### src/rtl/tsg_pkg.sv
package tsg_pkg;

    typedef enum logic [1:0] {
        ST_OFF    = 2'd0,
        ST_RUN    = 2'd1,
        ST_RELOAD = 2'd2
    } tsg_state_e;

    localparam int REG_W        = 32;
    localparam int CTRL_EN_BIT  = 0;
    localparam int CTRL_SEL_BIT = 1;

    // single tap position t (1-based) as a mask bit
    function automatic logic [31:0] tap(input int t);
        return 32'h1 << (t - 1);
    endfunction

    // maximal-length feedback taps per sequence width
    function automatic logic [31:0] tsg_tap_mask(input int width);
        logic [31:0] m;
        case (width)
            3:  m = tap(3)  | tap(2);
            4:  m = tap(4)  | tap(3);
            5:  m = tap(5)  | tap(3);
            6:  m = tap(6)  | tap(5);
            7:  m = tap(7)  | tap(6);
            8:  m = tap(8)  | tap(6)  | tap(5) | tap(4);
            9:  m = tap(9)  | tap(5);
            10: m = tap(10) | tap(7);
            11: m = tap(11) | tap(9);
            12: m = tap(12) | tap(6)  | tap(4) | tap(1);
            13: m = tap(13) | tap(4)  | tap(3) | tap(1);
            14: m = tap(14) | tap(5)  | tap(3) | tap(1);
            15: m = tap(15) | tap(14);
            16: m = tap(16) | tap(15) | tap(13) | tap(4);
            17: m = tap(17) | tap(14);
            18: m = tap(18) | tap(11);
            19: m = tap(19) | tap(6)  | tap(2) | tap(1);
            20: m = tap(20) | tap(17);
            21: m = tap(21) | tap(19);
            22: m = tap(22) | tap(21);
            23: m = tap(23) | tap(18);
            24: m = tap(24) | tap(23) | tap(22) | tap(17);
            25: m = tap(25) | tap(22);
            26: m = tap(26) | tap(6)  | tap(2) | tap(1);
            27: m = tap(27) | tap(5)  | tap(2) | tap(1);
            28: m = tap(28) | tap(25);
            29: m = tap(29) | tap(27);
            30: m = tap(30) | tap(6)  | tap(4) | tap(1);
            31: m = tap(31) | tap(28);
            32: m = tap(32) | tap(22) | tap(2) | tap(1);
            default: m = tap(2) | tap(1);
        endcase
        return m;
    endfunction

endpackage

### src/rtl/tsg_seq_engine.sv
module tsg_seq_engine
    import tsg_pkg::*;
#(
    parameter int SEQ_W = 32
) (
    input  logic             clk,
    input  logic             rst_n,
    input  logic             enable,
    input  logic             sel_cntr,
    input  logic [SEQ_W-1:0] start_val,
    input  logic             snk_ready,
    output logic [SEQ_W-1:0] out_word,
    output logic             out_valid
);

    localparam logic [SEQ_W-1:0] TAPS = SEQ_W'(tsg_tap_mask(SEQ_W));
    localparam logic [SEQ_W-1:0] ONE  = SEQ_W'(1);

    tsg_state_e       state_q, state_d;
    logic [SEQ_W-1:0] seq_q;
    logic [SEQ_W-1:0] seq_next;
    logic             mode_q;      // 1 = counter, latched at load
    logic             mode_ok;
    logic             step;

    assign mode_ok = (sel_cntr == mode_q);
    assign step    = (state_q == ST_RUN) && enable && mode_ok && snk_ready;

    // next sequence value for the latched mode
    always_comb begin
        if (mode_q) begin
            seq_next = seq_q + ONE;
        end else if (seq_q == '0) begin
            seq_next = ONE;
        end else begin
            seq_next = {seq_q[SEQ_W-2:0], ^(seq_q & TAPS)};
        end
    end

    // state register
    always_ff @(posedge clk or negedge rst_n) begin
        if (!rst_n) state_q <= ST_OFF;
        else        state_q <= state_d;
    end

    // next-state logic
    always_comb begin
        state_d = state_q;
        unique case (state_q)
            ST_OFF: begin
                if (enable) state_d = ST_RUN;
            end
            ST_RUN: begin
                if (!enable)      state_d = ST_OFF;
                else if (!mode_ok) state_d = ST_RELOAD;
            end
            ST_RELOAD: begin
                if (!enable) state_d = ST_OFF;
                else         state_d = ST_RUN;
            end
            default: state_d = ST_OFF;
        endcase
    end

    // sequence and output registers
    always_ff @(posedge clk or negedge rst_n) begin
        if (!rst_n) begin
            seq_q     <= '0;
            mode_q    <= 1'b0;
            out_word  <= '0;
            out_valid <= 1'b0;
        end else begin
            unique case (state_q)
                ST_OFF, ST_RELOAD: begin
                    seq_q     <= start_val;
                    mode_q    <= sel_cntr;
                    out_valid <= 1'b0;
                end
                ST_RUN: begin
                    out_valid <= step;
                    if (step) begin
                        out_word <= seq_q;
                        seq_q    <= seq_next;
                    end
                end
                default: out_valid <= 1'b0;
            endcase
        end
    end

    p_emit_needs_ready_r3: assert property (@(posedge clk) disable iff (!rst_n)
        out_valid |-> $past(snk_ready));
    p_stall_holds_r3: assert property (@(posedge clk) disable iff (!rst_n)
        (state_q == ST_RUN && !snk_ready) |=> $stable(seq_q));
    p_off_silent_r6: assert property (@(posedge clk) disable iff (!rst_n)
        (state_q == ST_OFF) |=> !out_valid);
    p_lfsr_not_stuck_r8: assert property (@(posedge clk) disable iff (!rst_n)
        (step && !mode_q) |=> (seq_q != '0));
    p_reload_brief_r9: assert property (@(posedge clk) disable iff (!rst_n)
        (state_q == ST_RELOAD) |=> (state_q != ST_RELOAD));

endmodule

### config.mk
export PLATFORM = sky130hd
export DESIGN_NAME = tsg_seq_engine
export DESIGN_NICKNAME = d
export VERILOG_FILES = /design/src/rtl/tsg_pkg.sv /design/src/rtl/tsg_seq_engine.sv
export SDC_FILE = /design/constraint.sdc
export NUM_CORES = 1
export LEC_CHECK = 0
export BUFFER_PORTS_ARGS = -buffer_cell sky130_fd_sc_hd__buf_2
export CAP_MARGIN = 10
export CORE_ASPECT_RATIO = 0.75
export CORE_MARGIN = 3
export CORE_UTILIZATION = 50
export DETAILED_ROUTE_END_ITERATION = 8
export GPL_ROUTABILITY_DRIVEN = 0
export PLACE_DENSITY = 0.72
export SKIP_CTS_REPAIR_TIMING = 1
export SLEW_MARGIN = 5
export SYNTH_ARGS = -nofsm -noshare
export SYNTH_HDL_FRONTEND = slang
export SYNTH_SLANG_ARGS = --single-unit
### constraint.sdc
create_clock -name clk -period 3.5 [get_ports clk]
set_input_delay 0.35 -clock clk [delete_from_list [all_inputs] [get_ports clk]]
set_output_delay 0.35 -clock clk [all_outputs]
set_load 0.05 [all_outputs]
Yosys cells after proc, flatten, opt, wreduce, memory -nomap -nowiden
Index checks and enable logic that the tools add are counted.
Storage, ports and cells
  output and inout bits: 33
  register bits after elaboration: 68
  memories: 0
  bits in latches: 0
  memory bits (read-only): 0
  RAM bits: 0
Operators by class
  $mul: 0
  shift operators: 0
  reduce and logical (&&, ||, !) cells: 11
  $add $sub $neg: 1
  $lt $le $gt $ge: 0
  divide/modulo/power cells: 0
  eq/ne operators: 6
  bitwise logic cells: 0
  muxes and demuxes: 10
Operators by type and width (count)
  $mux W32: 3
  $pmux W32 S2: 1
  $add A32 B1 Y32 const B: 1
  $logic_not A32 Y1: 1
  $reduce_xor A32 Y1: 1
  $mux W2: 3
  $pmux W2 S3: 1
  $reduce_and A2 Y1: 3
  $ne A2 B2 Y1 const B: 2
  $logic_and A1 B1 Y1: 3
  $ne A3 B3 Y1 const B: 1
  $eq A2 B1 Y1 const B: 1
  $eq A2 B2 Y1 const B: 1
  $logic_not A2 Y1: 1
  $mux W1: 2
  $reduce_bool A2 Y1: 1
  $reduce_or A2 Y1: 1
  $eq A1 B1 Y1: 1

Longest topological paths before layout
  depth in word-level cells: 6
  mapped depth: 8
  gate-level depth less buffers: 7

Worst setup path before layout
OpenSTA, ideal clock, no wires.
  path kind: register to register
  from: register seq_q[0]
  to: register seq_q[28]
  arrival time: 1802 ps
  required time: 3374 ps
  stages on the path, launching flop included: 7
  library setup time: 126 ps
  clock period less this slack: 1928 ps
  slack: 1572 ps
  cells stage by stage: dfrtp_1 ha_1 nand4_2 nor4_4 nand3_1 xnor2_1 a221o_1
On the way
  cells in the longest elaborated chain, start to end: 5
  elaborated cells between the ends (all ways): 6
  classes of those cells: 1 x add/sub; 4 x mux; 1 x reduce/logical
RTL lines
  from (decl): line tsg_seq_engine.sv:20  | logic [SEQ_W-1:0] seq_q;
  from (signal assigned): line tsg_seq_engine.sv:75  | seq_q <= start_val;
  from (signal assigned): line tsg_seq_engine.sv:83  | seq_q <= seq_next;
  branches (longest 2 deep; another with $add A32 B1 Y32)
  $mux W32 (*): line tsg_seq_engine.sv:31  | if (mode_q) begin
  $mux W32 (*): line tsg_seq_engine.sv:81  | if (step) begin
  $pmux W32 S2 (*): line tsg_seq_engine.sv:73  | unique case (state_q)
Every way passes the cells marked *. The select of a mux whose other input is x is not followed.
A chain may end at the register's enable or synchronous reset.

Worst setup path in the final report
  from: register seq_q[1]
  to: register seq_q[28]
Same word-level chain as after synthesis.

==> metrics.csv <==
metric;value;unit
crit_fanout;9;
antenna_found_initial;0;
clkLatencyLatePin;0.35;ns
die_area;9358;um^2
skew;0.004533;ns
final_util;61.10;%
worst-endpoint-arrival;2.57;ns
ranking_of_synthesized_cells_by_area;dfrtp_1 41%, nand2_1 9.7%, a21oi_1 4.3%;
timing.fmax;0.4295;GHz
leakagePower;2.181;nW
floorplan.die.width;110.7;um
synth_edf_count;0;
reg2regPathDepth;6;
final.hold.worst_slack;-0.02460;ns
final_hold_viol_count;21;
grt_pass1_wl;19390;um
syn-num-nets;517;
cts_num_sinks;68;
critical_path_buf_inv_count;0;
drc_errors;0;
layout_min_cycle_time;2.328;ns
arithmetic_cell_share_of_the_synthesized_area_counting_full_adders_half_adders_and_majority_gates;0.6086;%
power_density;762.9;nW/um^2
synth.distinct_cells;76;
final_max_slew_viol_count;0;
grtUsageTotal;25.84;%
async_reset_ff_share;100.0;%
clock_tree_from_tritoncts;done;
yosys_warnings;0;
min_path_type;in2async;
crit_family;simple AND/OR/NAND/NOR gates;
synth.cell_area;4111;um^2
cpPeakStageDelay;0.62;ns
critical_setup_path_kind;reg2reg;
clock_transition_at_the_register_clock_pins_on_the_worst_setup_and_hold_paths_after_cts;0.08;ns
fillCellCount;701;
finalCritPeriodShare;66.52;%
routedWlPerCell;18.44;um
setup_viol_count_final;0;
grt-ovfl-total;0;
rsz0062_at_grt;no;
critical_path.slowest_cell;nor4_4;
number_of_global_route_vias_before_repair;3670;
synthesized_area_divided_by_synthesized_cell_count;8.601;um^2
synth.yosys.seq_area_share;41.39;%
post_synth_simple_gate_area;25.41;%
worst_slew_pin_slew;1.089;ns
yosys_most_used_dff;dfrtp_1;
cts_inserted_buffers;9;
design.core.area;7669;um^2
reg2reg_setup_slack;1.17;ns
antenna_violating_nets_post_route;0;
layout.cells.most_common_list;106 x nand2_1, 69 x buf_2, 68 x dfrtp_1, 35 x a21oi_1, 26 x o21ai_0;
largest_family_of_logic_cells_by_synthesized_area;simple AND/OR/NAND/NOR gates;
route.vias.total;3860;
io-pin-count;70;
timing.critical_path.cells;ha_1 -> nand4_2 -> nor4_4 -> nand3_1 -> xnor2_1 -> a221o_1;
final.setup.tns;0;ns
area_fraction_of_the_dominant_cell_type_after_synthesis;41.39;%
critPathRequiredTime;3.74;ns
synth.ff_latch_count;68;
antennaDiodeCount;0;
drtIter0Drc;446;
cts-root-to-sink-buffers;2;
clock-root-buffer;clkbuf_8;
max-slew-margin-rel;26.98;%
htreeDepth;3;
power.ir.vdd_worst;0.4710;mV
dp_hpwl;8179;um
die_y_extent;84.53;um
first_pass_detailed_route_iteration_total;5;
maxCapViolCount;0;
run_status;finished, violations left;
violated_checks;negative hold slack;
cp.depth;6;
drive_above_1_share;23.02;%
synth_compound_area_share;22.22;%
setup.worst_path.end_class;flop;
dpl_cell_area;4461;um^2
net_count_of_the_finished_layout;564;
initial_core_util;53.61;%
fp-row-count;27;
final_common_cell;nand2_1;
cell_type_with_the_highest_aggregate_area_in_the_netlist;dfrtp_1;
grt_max_degree;51;
route.detailed.vias_per_inst;6.117;
finalWirelength;11630;um
layout-area-overhead-vs-synth;13.97;%
syn-instance-count;478;
port_buffers;69;
post_synth_mux_area_share;1.978;%
post_synth_xor_area_fraction;2.526;%
cp-start-kind;flop;
postLayoutCellArea;4686;um^2
path summary, 6_finish.rpt:
path	to	from
min reg2reg	out_word[21]$_DFFE_PN0P_	out_word[21]$_DFFE_PN0P_
max in group asynchronous	out_word[3]$_DFFE_PN0P_	rst_n
min	seq_q[19]$_DFFE_PN0P_	rst_n
max	seq_q[28]$_DFFE_PN0P_	seq_q[1]$_DFFE_PN0P_
min in group clk	seq_q[25]$_DFFE_PN0P_	start_val[25]
max reg2reg	seq_q[28]$_DFFE_PN0P_	seq_q[1]$_DFFE_PN0P_
report_power, final:
| part | total [mW] | switching [mW] | internal, mW |
|---|---|---|---|
| clock | 0.734 | 0.315 | 0.419 |
| combinational | 1.51 | 1.10 | 0.415 |
| sequential | 1.33 | 0.291 | 1.04 |
| total | 3.57 | 1.70 | 1.87 |
Yosys cell counts (8+ instances only):
cell type and count:
buf_2 20, dfrtp_1 68, nor3_1 8, o21ai_0 26, inv_1 14, nand3_1 15, a21oi_1 35, nor2_1 21
nand2_1 106, clkbuf_1 15, xnor2_1 8
layout make-up:
class | count | area, um^2 | share of cell area (%)
clock inverter | 6 | 87.58 | 1.869
tap | 101 | 126.4 | 2.697
multi-input combinational | 354 | 2171 | 46.33
clock buffer | 10 | 137.6 | 2.937
timing repair buffer | 77 | 405.4 | 8.652
sequential | 68 | 1702 | 36.32
inverter | 15 | 56.30 | 1.202
metrics by stage:
stage                     setup slack (ns)  hold slack (ns)  std cells  total power [mW]
final                                1.172         -0.02460        631             3.575
after detailed placement             1.220           0.3671        615             2.845
after global placement               1.318           0.3521        615             2.812
after floorplan                      1.572          0.05441        478             2.458
after CTS                            1.222         -0.01049        631             3.589
after global routing                 1.038          0.01194        631             3.791
cells by family (layout without fill, tap and decap cells):
family          count (synthesis)  after routing
flops                          68             68
buf+inv                        56            108
fa+ha+maj                       2              2
mux                             8              8
compound gates                135            135
simple gates                  198            198
xor+xnor                       11             11
routing by layer:
layer  up-vias  global-route usage, %  part of all wire [%]
met3        19                  6.268                    10
met2       212                  37.17                    42
li1       1815                      -                     -
met4         0                  8.501                   1.9
met1      1814                  38.16                    46
met5         -                      0                     0
registers in the layout (all words and copies together), names as in the netlist:
register and flops:
out_valid 1, mode_q 1, state_q 2, seq_q 32, out_word 32
(Power assumes the default switching activity.)
